$ cat src/rtl/rlm_pkg.sv
package rlm_pkg;
  // default break run lengths, in bit periods
  localparam int unsigned BRK_LEN_8 = 11;
  localparam int unsigned BRK_LEN_9 = 12;
  // status write port layout
  localparam int unsigned WR_W      = 8;
  localparam int unsigned BRK_POS   = 7;
  localparam int unsigned EDGE_POS  = 6;

  typedef enum logic {
    CHAR_8 = 1'b0,
    CHAR_9 = 1'b1
  } char_mode_e;
endpackage

$ cat src/rtl/rlm_sync.sv
module rlm_sync #(
  parameter int unsigned STAGES  = 2,
  parameter logic        RST_VAL = 1'b1
) (
  input  logic clk_i,
  input  logic rst_ni,
  input  logic d_i,
  output logic q_o
);
  logic [STAGES-1:0] stg_q;
  logic [STAGES-1:0] stg_d;

  always_comb begin
    stg_d[0] = d_i;
    for (int i = 1; i < STAGES; i++) begin
      stg_d[i] = stg_q[i-1];
    end
  end

  always_ff @(posedge clk_i or negedge rst_ni) begin
    if (!rst_ni) stg_q <= {STAGES{RST_VAL}};
    else         stg_q <= stg_d;
  end

  assign q_o = stg_q[STAGES-1];
endmodule

$ cat src/rtl/rlm_break_ctr.sv
module rlm_break_ctr
  import rlm_pkg::*;
#(
  parameter int unsigned LEN_8 = BRK_LEN_8,
  parameter int unsigned LEN_9 = BRK_LEN_9
) (
  input  logic       clk_i,
  input  logic       rst_ni,
  input  logic       tick_i,
  input  logic       data_i,
  input  char_mode_e mode_i,
  input  logic       en_i,
  output logic       set_o
);
  localparam int unsigned CNT_W = $clog2(LEN_9 + 2);
  localparam logic [CNT_W-1:0] CNT_MAX = {CNT_W{1'b1}};
  localparam logic [CNT_W-1:0] THR_8   = CNT_W'(LEN_8);
  localparam logic [CNT_W-1:0] THR_9   = CNT_W'(LEN_9);

  logic [CNT_W-1:0] cnt_q, cnt_d, cnt_inc, thr;
  logic             at_max;

  always_comb begin
    thr     = (mode_i == CHAR_9) ? THR_9 : THR_8;
    at_max  = (cnt_q == CNT_MAX);
    cnt_inc = at_max ? cnt_q : cnt_q + 1'b1;
    cnt_d   = cnt_q;
    if (tick_i) begin
      cnt_d = data_i ? '0 : cnt_inc;
    end
    set_o = tick_i && !data_i && en_i && !at_max && (cnt_inc == thr);
  end

  always_ff @(posedge clk_i or negedge rst_ni) begin
    if (!rst_ni) cnt_q <= '0;
    else         cnt_q <= cnt_d;
  end


  run_restart_chk: assert property (@(posedge clk_i) disable iff (!rst_ni)
    (tick_i && data_i) |=> (cnt_q == '0));


  set_at_thr_chk: assert property (@(posedge clk_i) disable iff (!rst_ni)
    set_o |=> (cnt_q == $past(thr)));
endmodule

$ cat src/rtl/rlm_edge_det.sv
module rlm_edge_det (
  input  logic clk_i,
  input  logic rst_ni,
  input  logic pin_i,
  input  logic rising_i,
  input  logic en_i,
  output logic hit_o
);
  logic prev_q;
  logic fall, rise;

  always_comb begin
    fall  = prev_q && !pin_i;
    rise  = !prev_q && pin_i;
    hit_o = en_i && (rising_i ? rise : fall);
  end

  always_ff @(posedge clk_i or negedge rst_ni) begin
    if (!rst_ni) prev_q <= 1'b1;
    else         prev_q <= pin_i;
  end
endmodule

$ cat src/rtl/rlm_flag.sv
module rlm_flag (
  input  logic clk_i,
  input  logic rst_ni,
  input  logic set_i,
  input  logic clr_i,
  output logic q_o
);
  logic q_d;

  always_comb begin
    q_d = q_o;
    if (set_i)      q_d = 1'b1;
    else if (clr_i) q_d = 1'b0;
  end

  always_ff @(posedge clk_i or negedge rst_ni) begin
    if (!rst_ni) q_o <= 1'b0;
    else         q_o <= q_d;
  end


  set_wins_chk: assert property (@(posedge clk_i) disable iff (!rst_ni)
    set_i |=> q_o);


  w1c_clear_chk: assert property (@(posedge clk_i) disable iff (!rst_ni)
    (clr_i && !set_i) |=> !q_o);


  hold_chk: assert property (@(posedge clk_i) disable iff (!rst_ni)
    (!clr_i && !set_i) |=> $stable(q_o));
endmodule

$ cat src/rtl/rx_line_monitor.sv
module rx_line_monitor
  import rlm_pkg::*;
#(
  parameter int unsigned LEN_8       = BRK_LEN_8,
  parameter int unsigned LEN_9       = BRK_LEN_9,
  parameter int unsigned SYNC_STAGES = 2,
  parameter int unsigned DATA_W      = WR_W,
  parameter int unsigned BRK_BIT     = BRK_POS,
  parameter int unsigned EDGE_BIT    = EDGE_POS
) (
  input  logic              clk_i,
  input  logic              rst_ni,
  input  logic              rx_pin_i,
  input  logic              bit_tick_i,
  input  logic              char9_i,
  input  logic              brk_en_i,
  input  logic              rx_inv_i,
  input  logic              two_wire_i,
  input  logic              brk_irq_en_i,
  input  logic              edge_irq_en_i,
  input  logic              wr_en_i,
  input  logic [DATA_W-1:0] wr_data_i,
  output logic              brk_flag_o,
  output logic              edge_flag_o,
  output logic              irq_o
);
  logic       pin_s;
  logic       data_lvl;
  logic       brk_set, edge_set;
  logic       brk_clr, edge_clr;
  char_mode_e mode;

  rlm_sync #(.STAGES(SYNC_STAGES), .RST_VAL(1'b1)) u_sync (
    .clk_i (clk_i),
    .rst_ni(rst_ni),
    .d_i   (rx_pin_i),
    .q_o   (pin_s)
  );

  always_comb begin
    data_lvl = pin_s ^ rx_inv_i;
    mode     = char9_i ? CHAR_9 : CHAR_8;
    brk_clr  = wr_en_i && wr_data_i[BRK_BIT];
    edge_clr = wr_en_i && wr_data_i[EDGE_BIT];
  end

  rlm_break_ctr #(.LEN_8(LEN_8), .LEN_9(LEN_9)) u_brk (
    .clk_i (clk_i),
    .rst_ni(rst_ni),
    .tick_i(bit_tick_i),
    .data_i(data_lvl),
    .mode_i(mode),
    .en_i  (brk_en_i),
    .set_o (brk_set)
  );

  rlm_edge_det u_edge (
    .clk_i   (clk_i),
    .rst_ni  (rst_ni),
    .pin_i   (pin_s),
    .rising_i(rx_inv_i),
    .en_i    (two_wire_i),
    .hit_o   (edge_set)
  );

  rlm_flag u_brk_flag (
    .clk_i (clk_i),
    .rst_ni(rst_ni),
    .set_i (brk_set),
    .clr_i (brk_clr),
    .q_o   (brk_flag_o)
  );

  rlm_flag u_edge_flag (
    .clk_i (clk_i),
    .rst_ni(rst_ni),
    .set_i (edge_set),
    .clr_i (edge_clr),
    .q_o   (edge_flag_o)
  );

  assign irq_o = (brk_flag_o && brk_irq_en_i) || (edge_flag_o && edge_irq_en_i);


  brk_needs_en_chk: assert property (@(posedge clk_i) disable iff (!rst_ni)
    $rose(brk_flag_o) |-> $past(brk_en_i));


  edge_needs_2w_chk: assert property (@(posedge clk_i) disable iff (!rst_ni)
    $rose(edge_flag_o) |-> $past(two_wire_i));


  brk_needs_tick_chk: assert property (@(posedge clk_i) disable iff (!rst_ni)
    $rose(brk_flag_o) |-> $past(bit_tick_i));
endmodule

$ cat config.mk
export PLATFORM = sky130hd
export DESIGN_NAME = rx_line_monitor
export DESIGN_NICKNAME = d
export VERILOG_FILES = /design/src/rtl/rlm_pkg.sv /design/src/rtl/rlm_sync.sv /design/src/rtl/rlm_break_ctr.sv /design/src/rtl/rlm_edge_det.sv /design/src/rtl/rlm_flag.sv /design/src/rtl/rx_line_monitor.sv
export SDC_FILE = /design/constraint.sdc
export NUM_CORES = 1
export LEC_CHECK = 0
export CORE_MARGIN = 3
export CORE_UTILIZATION = 34
export DETAILED_ROUTE_END_ITERATION = 16
export PLACE_DENSITY_LB_ADDON = 0.12
export RECOVER_POWER = 100
export SYNTH_ARGS = -nofsm -noshare
export SYNTH_HDL_FRONTEND = slang
export SYNTH_SLANG_ARGS = --single-unit
$ cat constraint.sdc
create_clock -name clk_i -period 1.5 [get_ports clk_i]
set_input_delay 0.3 -clock clk_i [delete_from_list [all_inputs] [get_ports clk_i]]
set_output_delay 0.3 -clock clk_i [all_outputs]
set_load 0.1 [all_outputs]
==> impl_metrics.env, run 1 <==
export IMPL_antenna_found_initial=0
export IMPL_place_congestion=0.810
export IMPL_worst_path_buf_inv=1
export IMPL_netlist_instances=47
export IMPL_vdd_ir_drop_max_uv=571
export IMPL_cts_htree_levels=1
export IMPL_crit_type="reg2out"
export IMPL_synth_seq_cells=9
export IMPL_cp_cell_sequence="a22o_4 -> buf_12"
export IMPL_holdBufCountCts=0
export IMPL_dpl_cell_area_um2=701
export IMPL_status="complete, no violations"
export IMPL_vias=423
export IMPL_finalWirelength_um=941
export IMPL_arrival_ns=1.14
export IMPL_grt_pass1_vias=377
export IMPL_synth_nets=67
export IMPL_period_needed_ns=1.44
export IMPL_finClkSkew_ns=0.00245
export IMPL_path_delay_family="flip-flops"
export IMPL_routedWlPerCell_um=11.2
export IMPL_cellPowerDensity_nw_per_um2=952
export IMPL_die_w_um=42.9
export IMPL_io_pins=22
export IMPL_num_antenna_cells=0
export IMPL_yosysSeqAreaShare_pct=49.6
export IMPL_start_util_pct=38.9
export IMPL_fin_crit_sh_pct=95.7
export IMPL_endpoint_kind="output pin"
export IMPL_switching_share_pct=31.6
export IMPL_die_y_um=42.9
export IMPL_startpoint_type="register"
export IMPL_rsz0062_at_grt="false"
export IMPL_cts_setup_buffers=0
export IMPL_crit_path_top_delay_cell="dfrtp_1"
export IMPL_setup_viol=0
export IMPL_drtIter0Drc=12
export IMPL_grt_usage_pct=12.3
export IMPL_drc=0
export IMPL_internal_power_w=0.000480
export IMPL_numCtsBuffers=3
export IMPL_drive_gt1_share_pct=21.4
export IMPL_clock_power_share_pct=25.9
export IMPL_grt_pass1_wl_mm=1.61
export IMPL_cts_clk_slew_worst_paths_ns=0.06
export IMPL_timing_fmax_mhz=697
export IMPL_cp_slowest_stage_delay_ns=0.43
export IMPL_avgSynthCellArea_um2=9.82
export IMPL_clk_path_buf_depth=2
export IMPL_cts_tree="done"
export IMPL_synth_area_um2=462
export IMPL_ys_types=22
export IMPL_switchingPower_w=0.000222
export IMPL_finalHoldViolCount=0
export IMPL_slew_violations=0
export IMPL_portBuffers=15
export IMPL_clk_insertion_delay_late_ns=0.25
export IMPL_coreArea_um2=1190
export IMPL_first_pass_iters=4
export IMPL_nets=91
export IMPL_area_delta_synth_final_pct=59.6
export IMPL_grt_max_degree=10
export IMPL_yosysWarnings=0
export IMPL_final_area_um2=737
export IMPL_grt_overflow=0
export IMPL_hold_class="reg2reg"
export IMPL_cts_sinks=9
export IMPL_tightestPinTransition_ns=0.419
export IMPL_seqPwrFrac_pct=41.9
export IMPL_die_area_um2=1840
export IMPL_dp_hpwl_um=724
export IMPL_leakagePower_nw=0.315
export IMPL_ctsRootBufferMaster="clkbuf_4"
export IMPL_num_rows=12
export IMPL_crit_required_ns=1.20
export IMPL_relSlewSlack_pct=72.0
export IMPL_ant_nets=0
export IMPL_total_power_w=0.000702
export IMPL_comb_power_share_pct=32.1
export IMPL_maxCapViolCount=0
export IMPL_cp_max_fo=3
export IMPL_avgViaCountPerCell=5.04
layer usage:
metal / GRT usage, % / routed length, um / share of wire [%] / vias up
met5: 0 / 0 / 0 / -
met4: 13.0 / 18 / 1.9 / 0
met3: 3.81 / 69 / 7.3 / 2
met2: 15.3 / 403 / 43 / 16
met1: 15.7 / 449 / 48 / 190
li1: - / - / - / 215
metrics by stage:
| step | cells | setup TNS, ns | utilization, % | hold WS (ns) | worst slack, ns |
|---|---|---|---|---|---|
| 5_1_grt | 84 | 0 | 62.1 | 0.370 | 0.0150 |
| 4_1_cts | 84 | 0 | 61.3 | 0.352 | 0.00838 |
| 3_5_place_dp | 80 | -0.0385 | 59.1 | 0.351 | -0.0209 |
| 2_1_floorplan | 47 | 0 | - | 0.00441 | 0.0574 |
| 6_report | 84 | 0 | 62.1 | 0.361 | 0.0644 |
| 3_3_place_gp | 80 | -0.0126 | 59.1 | 0.349 | -0.00805 |
synth_stat cells:
cell	instances	area, um^2
a22o_1	2	17.5
nand3_1	5	25.0
o311ai_1	1	8.76
nand3b_1	1	7.51
nor3_1	1	5.00
o21ai_1	2	10.0
ha_1	1	12.5
a21oi_1	2	10.0
o22ai_1	1	6.26
xnor2_1	1	8.76
nand2_1	8	30.0
xor2_2	1	16.3
dfstp_2	3	78.8
o21ai_0	3	15.0
dfrtp_1	6	150
a31o_1	1	8.76
xor2_1	1	8.76
a32o_1	1	10.0
mux2i_1	1	10.0
or2b_1	1	7.51
nor2_1	1	3.75
inv_1	3	11.3
logic make-up (layout without fill, tap and decap cells):
group,Yosys count,in the layout,share of synthesized area (%)
AO/OA/AOI/OAI,13,13,18.7
XOR/XNOR,3,3,7.32
multiplexers,1,1,2.17
adder cells (fa/ha/maj),1,1,2.71
flip-flops,9,9,49.6
buffers and inverters,3,26,2.44
AND/OR/NAND/NOR,17,17,17.1
path summary, 6_finish.rpt:
check / startpoint / end / slack, ns / depth (start not counted)
setup reg to reg: u_brk.cnt_q[0] / u_brk_flag.q_o / 0.09 / 5
min in group asynchronous: rst_ni / u_brk.cnt_q[1] / 0.41 / 1
max in group asynchronous: rst_ni / u_sync.stg_q[0] / 0.76 / 1
hold / removal: u_sync.stg_q[0] / u_sync.stg_q[1] / 0.36 / 0
hold reg to reg: u_sync.stg_q[0] / u_sync.stg_q[1] / 0.36 / 0
setup / recovery: u_brk_flag.q_o / irq_o / 0.06 / 2
power groups by stage:
stage / combinational [W] / clock, W / sequential [W]
detailed placement: 0.000221 / 0 / 0.000295
CTS: 0.000222 / 0.000190 / 0.000291
global route: 0.000243 / 0.000213 / 0.000297
global placement: 0.000221 / 0 / 0.000295
finish: 0.000225 / 0.000182 / 0.000294
floorplan: 0.0000840 / 0 / 0.000325
state kept, by name, indices dropped and copies added, names as in the netlist:
| signal | count |
|---|---|
| u_edge_flag.q_o | 1 |
| u_edge.prev_q | 1 |
| u_sync.stg_q | 2 |
| u_brk.cnt_q | 4 |
| u_brk_flag.q_o | 1 |
layout by cell type (no fill, tap or decap), types with 2 or more instances in the layout:
cell type,count
clkdlybuf4s50_1,9
nand2_1,8
dfrtp_1,6
nand3_1,5
o21ai_0,4
buf_4,4
inv_1,3
clkbuf_4,3
dlygate4sd3_1,3
buf_12,3
a21oi_1,2
dfstp_2,2
repair_timing:
action / CTS / global route
hold endpoints to repair: 0 / 0
setup endpoints to repair: 0 / 1
resized for setup: 0 / 2
area by class of cell:
class,instances,area [um^2]
Tap cell,14,17.5
Fill cell,99,449
Multi-Input combinational cell,35,243
Inverter,3,11.3
Clock buffer,4,26.3
Timing Repair Buffer,19,210
Sequential cell,9,229
Power figures use the tool's default switching activity.
==> inputs of run 2 (changes only) <==
Settings changed: CORE_AREA set to 3 3 40 42, CORE_MARGIN 3 to unset, CORE_UTILIZATION 34 to unset, DIE_AREA set to 0 0 43 45, GPL_ROUTABILITY_DRIVEN set to 0, SLEW_MARGIN set to 10.
Clock period 1.5 ns to 1.7 ns, I/O delays scaled along.
==> impl_metrics.env, run 2 (synthesis results as in run 1) <==
export IMPL_status="complete, no violations"
export IMPL_hold_class="reg2reg"
export IMPL_die_y_um=45
export IMPL_io_pins=22
export IMPL_tns_ns=0
export IMPL_cts_clk_slew_worst_paths_ns=0.05
export IMPL_startpoint_type="input pin"
export IMPL_rsz0062_at_grt="false"
export IMPL_num_rows=13
export IMPL_grt_max_degree=10
export IMPL_ant_nets=0
export IMPL_cp_cell_sequence="clkdlybuf4s50_1 -> a22o_2 -> buf_4"
export IMPL_crit_path_top_delay_cell="clkdlybuf4s50_1"
export IMPL_coreArea_um2=1280
export IMPL_tightestPinTransition_ns=0.543
export IMPL_holdBufCountCts=0
export IMPL_cts_setup_buffers=0
export IMPL_dp_hpwl_um=731
export IMPL_antenna_found_initial=0
export IMPL_routedWlPerCell_um=11.2
export IMPL_timing_fmax_mhz=647
export IMPL_period_needed_ns=1.55
export IMPL_area_delta_synth_final_pct=42.0
export IMPL_arrival_ns=1.21
export IMPL_relSlewSlack_pct=63.9
export IMPL_drc=0
export IMPL_clk_insertion_delay_late_ns=0.25
export IMPL_slew_violations=0
export IMPL_start_util_pct=35.9
export IMPL_die_area_um2=1940
export IMPL_largest_register_ffs=4
export IMPL_grt_pass1_wl_mm=1.48
export IMPL_top_register="u_brk.cnt_q"
export IMPL_first_pass_iters=4
export IMPL_maxCapViolCount=0
export IMPL_setup_viol=0
export IMPL_num_antenna_cells=0
export IMPL_die_w_um=43
export IMPL_finClkSkew_ns=0.00285
export IMPL_cts_tree="done"
export IMPL_cts_htree_levels=1
export IMPL_vdd_ir_drop_max_uv=622
export IMPL_final_common_cell="clkdlybuf4s50_1"
export IMPL_numCtsBuffers=3
export IMPL_endpoint_kind="output pin"
export IMPL_vias=401
export IMPL_grt_overflow=0
export IMPL_finalWirelength_um=917
export IMPL_crit_type="in2out"
export IMPL_portBuffers=15
export IMPL_grt_usage_pct=10.5
export IMPL_fin_util_pct=51.0
export IMPL_nets=88
export IMPL_grt_pass1_vias=360
export IMPL_fin_crit_sh_pct=90.9
export IMPL_path_delay_family="buffers and inverters"
export IMPL_drive_gt1_share_pct=19.4
export IMPL_ctsResizeCount=0
export IMPL_cts_sinks=9
export IMPL_cp_slowest_stage_delay_ns=0.46
export IMPL_drtIter0Drc=7
export IMPL_finalHoldViolCount=0
export IMPL_total_power_w=0.000571
export IMPL_ctsRootBufferMaster="clkbuf_4"
export IMPL_crit_required_ns=1.36
export IMPL_leakagePower_nw=0.283
export IMPL_top_regs="u_brk.cnt_q: 4 flops, u_sync.stg_q: 2 flops"
export IMPL_cellPowerDensity_nw_per_um2=872
export IMPL_clk_path_buf_depth=2
export IMPL_avgViaCountPerCell=4.89
export IMPL_cp_max_fo=1
export IMPL_mostFrequentLayoutCells="clkdlybuf4s50_1, nand2_1, nand3_1"
export IMPL_worst_path_buf_inv=2
[run 2: path summary, 6_finish.rpt]
| path | slack [ns] | end | from | cells past startpoint |
|---|---|---|---|---|
| setup / recovery | 0.15 | irq_o | brk_irq_en_i | 3 |
| hold / removal | 0.36 | u_sync.stg_q[1] | u_sync.stg_q[0] | 0 |
| setup reg to reg | 0.20 | u_brk_flag.q_o | u_brk.cnt_q[1] | 5 |
| hold reg to reg | 0.36 | u_sync.stg_q[1] | u_sync.stg_q[0] | 0 |
| max in group asynchronous | 0.93 | u_sync.stg_q[0] | rst_ni | 1 |
| min in group asynchronous | 0.45 | u_brk.cnt_q[0] | rst_ni | 1 |
[run 2: per-stage QoR]
stage,hold slack (ns),instances,setup slack (ns),cell area (um^2)
2_1_floorplan,0.0444,47,0.123,465
3_3_place_gp,0.347,78,0.148,672
3_5_place_dp,0.348,78,0.0931,672
4_1_cts,0.356,82,0.191,698
5_1_grt,0.364,82,0.129,656
6_report,0.361,82,0.154,656
[run 2: layout make-up]
type                    count  area (um^2)
clock buffers               4         26.3
fillers                   130          629
inverters                   3         11.3
multi-input cells          35          223
flip-flops and latches      9          231
well taps                  15         18.8
repair buffers             16          145
[run 2: report_power, final]
part	switching, W	internal, W
clock	0.0000652	0.0000898
combinational	0.0000956	0.0000642
sequential	0.0000196	0.000237
total	0.000180	0.000391
[run 2: layer usage]
| metal | vias to the layer above | share of wire (%) | track usage [%] |
|---|---|---|---|
| li1 | 208 | - | - |
| met1 | 180 | 45 | 12.3 |
| met2 | 13 | 47 | 16.8 |
| met3 | 0 | 8.5 | 7.97 |
| met4 | 0 | 0 | 0 |
| met5 | - | 0 | 0 |
[run 2: worst reg2reg max path, stage by stage (launching register included)]
cell	delay (ns)
dfrtp_1	0.41
ha_1	0.27
or2b_1	0.24
mux2i_1	0.17
nor3_1	0.08
a32o_1	0.21
